===== src/rtl/strain_settle_detect.sv =====
module strain_settle_detect #(
  parameter int DW       = 12,
  parameter int AVG_LOG2 = 2,
  parameter int GAP      = 4,
  parameter int HOLD_W   = 8,
  parameter int TMO_W    = 16
) (
  input  logic                 clk,
  input  logic                 rst_n,
  input  logic                 arm,
  input  logic                 smp_valid,
  input  logic [DW-1:0]        smp_data,
  input  logic [DW-1:0]        thresh,
  input  logic [HOLD_W-1:0]    hold_len,
  input  logic [TMO_W-1:0]     timeout,
  output logic signed [DW:0]   slope,
  output logic                 slope_ok,
  output logic                 settled,
  output logic                 no_motion
);
  localparam int AVG_N = 1 << AVG_LOG2;
  localparam int SUMW  = DW + AVG_LOG2;
  localparam int SW    = DW + 1;
  localparam int FILL  = AVG_N + GAP;
  localparam int FILLW = $clog2(FILL + 1);

  logic [DW-1:0]     win [AVG_N];
  logic [DW-1:0]     hist [GAP];
  logic [SUMW-1:0]   sum_q;
  logic [FILLW-1:0]  fill_q;
  logic [HOLD_W-1:0] run_q;
  logic [TMO_W-1:0]  tcnt_q;
  logic              moved_q;

  wire [SUMW-1:0] sum_nxt  = sum_q + SUMW'(smp_data) - SUMW'(win[AVG_N-1]);
  wire [SUMW-1:0] sum_shr  = sum_nxt >> AVG_LOG2;
  wire [DW-1:0]   filt_nxt = sum_shr[DW-1:0];
  wire signed [SW-1:0] diff = $signed({1'b0, filt_nxt}) - $signed({1'b0, hist[GAP-1]});
  wire signed [SW-1:0] ndiff = -diff;
  wire [SW-1:0]   mag   = diff[SW-1] ? $unsigned(ndiff) : $unsigned(diff);
  wire            above = mag > {1'b0, thresh};
  wire            below = mag < {1'b0, thresh};
  wire            take  = smp_valid && (fill_q >= FILLW'(FILL - 1));

  wire [HOLD_W-1:0] hold_eff = (hold_len == '0) ? HOLD_W'(1) : hold_len;
  wire [HOLD_W-1:0] run_nxt  = !below ? '0 : (&run_q ? run_q : run_q + 1'b1);
  wire [TMO_W-1:0]  tc_nxt   = &tcnt_q ? tcnt_q : tcnt_q + 1'b1;
  wire              mv_nxt   = moved_q | above;

  always_ff @(posedge clk) begin
    if (!rst_n) begin
      for (int i = 0; i < AVG_N; i++) win[i] <= '0;
      for (int i = 0; i < GAP; i++) hist[i] <= '0;
      sum_q    <= '0;
      fill_q   <= '0;
      slope    <= '0;
      slope_ok <= 1'b0;
    end else if (smp_valid) begin
      for (int i = AVG_N - 1; i > 0; i--) win[i] <= win[i-1];
      win[0] <= smp_data;
      for (int i = GAP - 1; i > 0; i--) hist[i] <= hist[i-1];
      hist[0] <= filt_nxt;
      sum_q   <= sum_nxt;
      slope   <= diff;
      if (fill_q != FILLW'(FILL)) fill_q <= fill_q + 1'b1;
      if (take) slope_ok <= 1'b1;
    end
  end

  always_ff @(posedge clk) begin
    if (!rst_n || !arm) begin
      run_q     <= '0;
      tcnt_q    <= '0;
      moved_q   <= 1'b0;
      settled   <= 1'b0;
      no_motion <= 1'b0;
    end else if (take) begin
      run_q     <= run_nxt;
      tcnt_q    <= tc_nxt;
      moved_q   <= mv_nxt;
      settled   <= moved_q & below & (run_nxt >= hold_eff);
      no_motion <= no_motion | (!mv_nxt & (tc_nxt >= timeout));
    end
  end

  a_r8_disarm_clears: assert property (@(posedge clk) disable iff (!rst_n)
    !arm |=> (!settled && !no_motion));
  a_r2_slope_holds: assert property (@(posedge clk) disable iff (!rst_n)
    !smp_valid |=> $stable(slope));
  a_r3_no_early_flags: assert property (@(posedge clk) disable iff (!rst_n)
    !slope_ok |-> (!settled && !no_motion));
  a_r6_settle_needs_motion: assert property (@(posedge clk) disable iff (!rst_n)
    settled |-> moved_q);
  a_r7_fault_only_still: assert property (@(posedge clk) disable iff (!rst_n)
    $rose(no_motion) |-> !moved_q);
endmodule


===== config.mk =====
export PLATFORM = sky130hd
export DESIGN_NAME = strain_settle_detect
export DESIGN_NICKNAME = d
export VERILOG_FILES = /design/src/rtl/strain_settle_detect.sv
export SDC_FILE = /design/constraint.sdc
export NUM_CORES = 1
export LEC_CHECK = 0
export BUFFER_PORTS_ARGS = -buffer_cell sky130_fd_sc_hd__clkbuf_2
export CAP_MARGIN = 0
export CORE_ASPECT_RATIO = 2
export CORE_MARGIN = 2
export CORE_UTILIZATION = 55
export CTS_CLUSTER_DIAMETER = 60
export DETAILED_ROUTE_END_ITERATION = 8
export PLACE_DENSITY = 0.82
export SLEW_MARGIN = 20
export SYNTH_ARGS = -nofsm -noshare
export SYNTH_HDL_FRONTEND = slang
export SYNTH_SLANG_ARGS = --single-unit

===== constraint.sdc =====
create_clock -name clk -period 10.05 [get_ports clk]
set_input_delay 1.005 -clock clk [delete_from_list [all_inputs] [get_ports clk]]
set_output_delay 1.005 -clock clk [all_outputs]
set_load 0.01 [all_outputs]

==> results of run 1 <==
==> metrics by stage <==
stage / std cells / hold slack, ns / utilization, %
2_1_floorplan: 937 / 0.426 / -
3_3_place_gp: 1173 / 0.433 / 59.3
3_5_place_dp: 1173 / 0.445 / 59.3
4_1_cts: 1205 / 0.460 / 63.0
5_1_grt: 1205 / 0.479 / 63.0
6_report: 1205 / 0.457 / 63.0
==> cells by family (layout without fill, tap and decap cells) <==
family | count (synthesis) | in the layout | share of synthesized area (%)
xor gates and xnor gates | 57 | 57 | 5.44
adders and majority gates | 81 | 81 | 12.1
and+or+nand+nor | 333 | 333 | 19.3
AOI/OAI and AO/OA | 143 | 143 | 11.1
buffers and inverters | 157 | 221 | 6.56
muxes | 11 | 11 | 1.21
DFF | 155 | 155 | 44.3
==> worst reg2reg max path: cells and delay by family, from the launching register on <==
family	cells	cell delay, ns
flip-flops	1	0.38
buffers and inverters	2	0.30
AND/OR/NAND/NOR	8	1.58
AO/OA/AOI/OAI	17	3.34
XOR/XNOR	1	0.15
adder cells (fa/ha/maj)	5	1.83
==> worst max-delay path by stage <==
stage / startpoint / to / depth (start not counted)
after floorplan: smp_data[1] / settled$_SDFFE_PP0P_ / 35
after global placement: smp_data[6] / settled$_SDFFE_PP0P_ / 36
after detailed placement: smp_data[2] / settled$_SDFFE_PP0P_ / 35
after CTS: smp_data[2] / settled$_SDFFE_PP0P_ / 35
after global routing: smp_data[2] / settled$_SDFFE_PP0P_ / 35
final: smp_data[2] / settled$_SDFFE_PP0P_ / 35
==> flip-flops by register name, indices dropped and copies added, names as in the netlist <==
name       cells
run_q          8
no_motion      1
hist          48
win           48
settled        1
sum_q         14
slope_ok       1
fill_q         4
slope         13
moved_q        1
tcnt_q        16
==> area by class of cell <==
type	count	area, µm²
clock inverter	15	174
fill	1296	6020
clock buffer	17	425
timing repair buffer	73	380
sequential	155	4060
tap	204	255
inverter	116	437
multi-input combinational	625	4510
==> layer usage <==
layer | share of wire, % | vias up
met5 | 0 | -
met2 | 54 | 176
li1 | - | 3382
met1 | 36 | 3324
met4 | 5.6 | 0
met3 | 3.9 | 70
==> cell usage in the layout, fill, tap and decap left out, drive strengths merged, types with 12 or more instances in the layout <==
cell type  count
ha            68
inv          123
nor2b         17
nand2         54
nor2          64
nand4         12
o21ai         24
and2          15
a21oi         34
edfxtp        96
a21o          19
fa            13
and3          86
xnor2         36
nand3         22
clkbuf        84
nor3          24
dfxtp         59
xor2          21
==> impl_metrics.py, run 1 <==
metrics = {
    "hold_path": {
        "hp-class": "reg2reg",
        "min_path_cells": 1,
        "min-delay-start": "sum_q[12]$_SDFFE_PN0P_",
        "hold_path_end": "sum_q[12]$_SDFFE_PN0P_",
    },
    "clocking": {
        "post_cts_resize_count": 0,
        "post_cts_buffers": 0,
        "clockRootBuffer": "clkbuf_16",
        "cts-buffers-inserted": 17,
        "holdBufCountCts": 0,
        "clockBufferDepth": 2,
        "cts_tree": "done",
        "clk_latency_ns": 0.43,
        "cts_max_level": 4,
        "path_clk_slew_ns": 0.08,
        "clock-sinks": 155,
    },
    "yosys": {
        "synth_cell_types": 72,
        "synth_most_common_cell": "inv_1",
        "netlist_area_um2": 9180,
        "synth_fp_nets": 1070,
        "synth_largest_area_cell": "edfxtp_1",
        "synth.yosys.seq_area_share_pct": 44.3,
        "ys.flop_type": "edfxtp_1",
        "synth_area_leaders": "edfxtp_1, dfxtp_1, ha_1",
        "async_flop_share_pct": 0,
        "ys.warnings.count": 0,
        "yosysTopAreaCellShare_pct": 31.4,
        "synthCells": 937,
        "synth_commonest_cells": "inv_1, edfxtp_1, and3_1, ha_1, nor2_1",
        "ys_ff_latch": 155,
        "syn_area_per_cell_um2": 9.79,
        "synth-edff-count": 96,
    },
    "timing": {
        "max_slew_margin_pct": 35.4,
        "hold_viol": 0,
        "slew_viol_final": 0,
        "skew_ns": 0.0157,
        "setup_violations": 0,
        "fmax_mhz": 124,
        "worst_pin_slew_ns": 0.966,
        "rsz0062_at_grt": "no",
        "fin_crit_ns": 8.07,
        "period_share_pct": 80.3,
        "tns_ns": 0,
        "setup_slack_ns": 1.98,
    },
    "global_routing": {
        "grt_pass1_wl_um": 32100,
        "grt_util_met3_pct": 4.44,
        "grt.total_usage_pct": 23.2,
        "antenna_found_initial": 0,
        "grt_busiest_layer": "met2",
        "met2_usage_pct": 41.0,
        "grt_pass1_vias": 7000,
        "grt_max_degree": 79,
        "grt_overflow": 0,
        "met1_usage_pct": 24.0,
    },
    "finish": {
        "drive_gt1_share_pct": 12.6,
        "nets": 1121,
        "final_area_um2": 10200,
        "area_delta_synth_final_pct": 11.7,
        "diodes": 0,
    },
    "critical_path": {
        "reg2reg_depth": 33,
        "max_stage_delay_ns": 0.56,
        "slowest_stage": "or4_1",
        "cp.arrival_ns": 8.40,
        "r2r_slack_ns": 2.35,
        "crit_path_end_kind": "flip-flop",
        "path_delay_family": "compound AO/OA/AOI/OAI gates",
        "crit_path_max_fanout": 9,
        "cp-start-kind": "input port",
        "critPathBufInv": 4,
        "worstReg2RegStart": "win[3][2]$_SDFFCE_PN0P_",
        "cp.required_ns": 10.37,
        "critical_path_class": "in2reg",
        "worstReg2RegEnd": "settled$_SDFFE_PP0P_",
    },
    "placement": {
        "pre_cts_ws_ns": 1.65,
        "gp_congestion": 0.877,
        "dp_hpwl_um": 14200,
        "port_buffers": 67,
        "postPlaceCellArea_um2": 9650,
    },
    "floorplanning": {
        "num_rows": 66,
        "die_height_um": 187,
        "initial_core_util_pct": 56.4,
        "core_um2": 16300,
        "fp.dieW_um": 95.3,
        "io_pins": 68,
        "dieArea_um2": 17800,
    },
    "routing": {
        "post_drt_wl_per_cell_um": 16.3,
        "via_count": 6952,
        "dr.first_iter.drc_count": 367,
        "drc": 0,
        "ant_nets": 0,
        "post_drt_via_cell_ratio": 5.77,
        "drt_first_pass_iters": 5,
        "drt-total-wl_um": 19700,
    },
    "flow_run": {
        "cap_viol_max_count": 0,
    },
    "status": {
        "outcome": "finished, final reports clean",
    },
}
Power of run 1 is not shown: default switching activity piles up to over one toggle a cycle in this logic, so the estimate is an artifact.
==> inputs of run 2 (changes only) <==
==> constraint.sdc (replaced) <==
create_clock -name clk -period 8 [get_ports clk]
set_input_delay 0.8 -clock clk [delete_from_list [all_inputs] [get_ports clk]]
set_output_delay 0.8 -clock clk [all_outputs]
set_load 0.01 [all_outputs]
==> impl_metrics.py, run 2 (synthesized netlist as in run 1, its figures left out) <==
metrics = {
    "status": {
        "outcome": "finished, final reports clean",
    },
    "routing": {
        "drt-total-wl_um": 19900,
        "dr.first_iter.drc_count": 359,
        "drc": 0,
        "post_drt_wl_per_cell_um": 16.4,
        "drt_first_pass_iters": 6,
        "ant_nets": 0,
        "post_drt_via_cell_ratio": 5.71,
        "via_count": 6938,
    },
    "hold_path": {
        "min_path_cells": 1,
        "hold_path_end": "sum_q[12]$_SDFFE_PN0P_",
        "hp-class": "reg2reg",
        "min-delay-start": "sum_q[12]$_SDFFE_PN0P_",
    },
    "global_routing": {
        "grt.total_usage_pct": 23.4,
        "grt_max_degree": 101,
        "grt_overflow": 0,
        "grt_pass1_vias": 6909,
        "grt_pass1_wl_um": 32400,
        "antenna_found_initial": 0,
    },
    "timing": {
        "max_slew_margin_pct": 33.6,
        "hold_viol": 0,
        "setup_slack_ns": 0.561,
        "skew_ns": 0.00932,
        "worst_pin_slew_ns": 0.993,
        "rsz0062_at_grt": "no",
        "setup_violations": 0,
        "slew_viol_final": 0,
        "fin_crit_ns": 7.44,
        "period_share_pct": 93.0,
        "fmax_mhz": 134,
    },
    "critical_path": {
        "cp.required_ns": 8.31,
        "r2r_slack_ns": 0.71,
        "reg2reg_depth": 35,
        "cp.arrival_ns": 7.75,
        "max_stage_delay_ns": 0.59,
        "worstReg2RegStart": "sum_q[1]$_SDFFE_PN0P_",
        "critPathBufInv": 5,
        "crit_path_max_fanout": 5,
        "worstReg2RegEnd": "settled$_SDFFE_PP0P_",
        "path_delay_family": "compound AO/OA/AOI/OAI gates",
        "critical_path_class": "in2reg",
        "cp-start-kind": "input port",
        "cp.depth": 36,
        "crit_path_end_kind": "flip-flop",
        "slowest_stage": "fa_1",
        "crit_path_frequent_cell": "a21oi_1",
    },
    "placement": {
        "gp_congestion": 0.920,
        "port_buffers": 67,
        "dp_hpwl_um": 14500,
        "postPlaceCellArea_um2": 9710,
        "pre_cts_ws_ns": -0.0217,
    },
    "finish": {
        "fill_cells": 1296,
        "most-common-layout-cells": "inv_1, edfxtp_1, and3_1, clkbuf_2, ha_1",
        "final_area_um2": 10300,
        "drive_gt1_share_pct": 13.6,
        "mostFrequentLayoutCell": "inv_1",
        "diodes": 0,
        "area_delta_synth_final_pct": 12.0,
        "nets": 1131,
        "largestRegisters": "hist x48, win x48, tcnt_q x16",
    },
    "floorplanning": {
        "io_pins": 68,
        "die_height_um": 187,
        "dieArea_um2": 17800,
        "core_um2": 16300,
        "initial_core_util_pct": 56.4,
        "num_rows": 66,
        "fp.dieW_um": 95.3,
    },
    "clocking": {
        "cts-buffers-inserted": 17,
        "clock-sinks": 155,
        "clockRootBuffer": "clkbuf_16",
        "cts_tree": "done",
        "path_clk_slew_ns": 0.07,
        "clockBufferDepth": 2,
        "cts_max_level": 4,
        "holdBufCountCts": 0,
        "clk_latency_ns": 0.43,
    },
    "flow_run": {
        "cap_viol_max_count": 0,
    },
}
[run 2: changes by cell type in the layout (fill, tap and decap cells not counted), sizes merged]
cell,previous run,this run
inv,123,125
buf,6,16
clkinvlp,2,0
[run 2: metal layers]
| metal | vias to the layer above | global-route usage [%] | wire length (µm) |
|---|---|---|---|
| met1 | 3280 | 24.9 | 7610 |
| met3 | 75 | 4.76 | 629 |
| met2 | 177 | 40.9 | 10500 |
| met4 | 0 | 14.5 | 1200 |
| li1 | 3406 | - | - |
| met5 | - | 0 | 0 |
[run 2: what timing repair did]
item / in CTS / in global routing
setup endpoints to repair: 0 / 1
buffers inserted: 0 / 2
resized for setup: 0 / 6
[run 2: worst max-delay path by stage]
stage	startpoint	endpoint	slack, ns
final	smp_data[1]	settled$_SDFFE_PP0P_	0.56
after global routing	smp_data[1]	settled$_SDFFE_PP0P_	0.05
after CTS	smp_data[1]	settled$_SDFFE_PP0P_	0.38
after detailed placement	smp_data[1]	settled$_SDFFE_PP0P_	-0.02
after global placement	smp_data[1]	settled$_SDFFE_PP0P_	0.16
after floorplan	smp_data[1]	settled$_SDFFE_PP0P_	0.22
[run 2: through the flow]
step	hold WS (ns)	utilization (%)	std cells	TNS [ns]
5_1_grt	0.486	63.2	1215	0
2_1_floorplan	0.426	-	937	0
3_5_place_dp	0.443	59.7	1181	-0.0217
3_3_place_gp	0.436	59.7	1181	0
4_1_cts	0.458	63.1	1213	0
6_report	0.456	63.2	1215	0
[run 2: cell type report]
class	instances	area (µm²)	area share [%]
Multi-Input combinational cell	625	4510	43.9
Sequential cell	155	4060	39.5
Timing Repair Buffer	83	455	4.43
Inverter	116	437	4.25
Clock buffer	17	425	4.14
Tap cell	204	255	2.48
Clock inverter	15	129	1.25
Power of run 2 is left out for the same reason.
==> inputs of run 3 (changes only) <==
==> constraint.sdc (replaced) <==
create_clock -name clk -period 8 [get_ports clk]
set_input_delay 2 -clock clk [delete_from_list [all_inputs] [get_ports clk]]
set_output_delay 2 -clock clk [all_outputs]
set_load 0.01 [all_outputs]
==> impl_metrics.py, run 3 (synthesized netlist as in run 1, its figures left out) <==
metrics = {
    "status": {
        "outcome": "finished, violations left",
        "violations": "setup timing",
    },
    "clocking": {
        "cts-buffers-inserted": 17,
        "clock-sinks": 155,
        "clockRootBuffer": "clkbuf_16",
        "path_clk_slew_ns": 0.06,
        "clockBufferDepth": 2,
        "clk_latency_ns": 0.43,
        "holdBufCountCts": 0,
        "cts_tree": "done",
        "cts_max_level": 4,
    },
    "timing": {
        "hold_viol": 0,
        "skew_ns": 0.0125,
        "tns_ns": -0.0220,
        "setup_slack_ns": -0.0220,
        "period_share_pct": 100,
        "rsz0062_at_grt": "yes",
        "max_slew_margin_pct": 37.4,
        "slew_viol_final": 0,
        "setup_violations": 1,
        "fin_crit_ns": 8.02,
        "fmax_mhz": 125,
        "worst_pin_slew_ns": 0.937,
    },
    "finish": {
        "diodes": 0,
        "most-common-layout-cells": "inv_1, edfxtp_1, and3_1, buf_4, clkbuf_2",
        "drive_gt1_share_pct": 23.2,
        "nets": 1197,
        "fill_cells": 1227,
        "regArea_um2": 4060,
        "largestRegisters": "hist x48, win x48, tcnt_q x16",
        "area_delta_synth_final_pct": 20.8,
        "postLayoutCoreUtil_pct": 68.1,
        "mostFrequentLayoutCell": "inv_1",
        "multiInputGateArea_um2": 4810,
    },
    "floorplanning": {
        "fp.dieW_um": 95.3,
        "initial_core_util_pct": 56.4,
        "dieArea_um2": 17800,
        "die_height_um": 187,
        "num_rows": 66,
        "core_um2": 16300,
        "io_pins": 68,
    },
    "placement": {
        "gp_congestion": 0.906,
        "port_buffers": 67,
        "dp_hpwl_um": 15400,
    },
    "critical_path": {
        "crit_path_end_kind": "flip-flop",
        "critPathBufInv": 5,
        "cp.arrival_ns": 8.32,
        "slowest_stage": "fa_2",
        "critical_path_class": "in2reg",
        "max_stage_delay_ns": 0.60,
        "crit_path_frequent_cell": "a21oi_2",
        "crit_path_max_fanout": 3,
        "endpoint": "settled$_SDFFE_PP0P_",
        "cp-start-kind": "input port",
        "r2r_slack_ns": 1.29,
        "worstReg2RegStart": "win[3][1]$_SDFFCE_PN0P_",
        "reg2reg_depth": 35,
        "crit_start": "smp_data[1]",
        "path_delay_family": "compound AO/OA/AOI/OAI gates",
        "worstReg2RegEnd": "settled$_SDFFE_PP0P_",
        "cp.depth": 37,
        "cp.required_ns": 8.30,
    },
    "routing": {
        "wirelength_met1_um": 7750,
        "drt_first_pass_iters": 5,
        "ant_nets": 0,
        "drt-total-wl_um": 21800,
        "top_layer": "met4",
        "met2WireLength_um": 12100,
        "post_drt_wl_per_cell_um": 17.0,
        "wl_met3_um": 710,
        "post_drt_via_cell_ratio": 5.73,
        "via_count": 7346,
        "drc": 0,
        "dr.first_iter.drc_count": 411,
    },
    "flow_run": {
        "cap_viol_max_count": 0,
    },
    "global_routing": {
        "grt.total_usage_pct": 24.9,
        "antenna_found_initial": 0,
        "grt_overflow": 0,
        "grt_max_degree": 99,
        "grt_pass1_wl_um": 34300,
        "grt_pass1_vias": 7475,
    },
    "hold_path": {
        "hp-class": "reg2reg",
    },
}
run 3: cell count changes in the layout (fill, tap and decap cells not counted), sizes merged:
cell	before	now
buf	16	82
inv	125	119
clkinvlp	0	4
clkbuf	84	87
clkinv	6	4
bufinv	0	1
run 3: per-stage QoR:
step                cell area, µm²  hold slack (ns)  worst slack [ns]  std cells
floorplan                     9310            0.426           -0.0918        937
global placement             10300            0.433            -0.320       1241
detailed placement           10300            0.444            -0.524       1241
CTS                          11000            0.460           -0.0289       1280
global route                 11100            0.484            -0.266       1281
finish                       11100            0.462           -0.0220       1281
run 3: area by class of cell:
class	count	share of cell area, %
clock inverters	12	1.03
inverters	116	3.94
clock buffers	20	4.03
multi-input cells	625	43.4
repair buffers	149	8.58
well taps	204	2.30
flip-flops and latches	155	36.7
run 3: timing repair:
| action | in CTS | in global routing |
|---|---|---|
| setup buffers | 7 | 1 |
| setup endpoints to repair | 1 | 1 |
| pin swaps | 37 | 28 |
| resized for setup | 16 | 20 |
run 3: metal layers:
metal	up-vias	GRT usage (%)
met5	-	0
met4	0	15.7
met3	65	3.63
met2	207	46.4
met1	3541	24.3
li1	3533	-
run 3: how the worst min path moves through the flow:
stage	start	end	slack, ns	depth (start not counted)
floorplan	sum_q[6]$_SDFFE_PN0P_	sum_q[6]$_SDFFE_PN0P_	0.43	1
global placement	sum_q[6]$_SDFFE_PN0P_	sum_q[6]$_SDFFE_PN0P_	0.43	1
detailed placement	sum_q[12]$_SDFFE_PN0P_	sum_q[12]$_SDFFE_PN0P_	0.44	1
CTS	sum_q[12]$_SDFFE_PN0P_	sum_q[12]$_SDFFE_PN0P_	0.46	1
global route	sum_q[12]$_SDFFE_PN0P_	sum_q[12]$_SDFFE_PN0P_	0.48	1
finish	sum_q[6]$_SDFFE_PN0P_	sum_q[6]$_SDFFE_PN0P_	0.46	1
Power of run 3 is left out for the same reason.
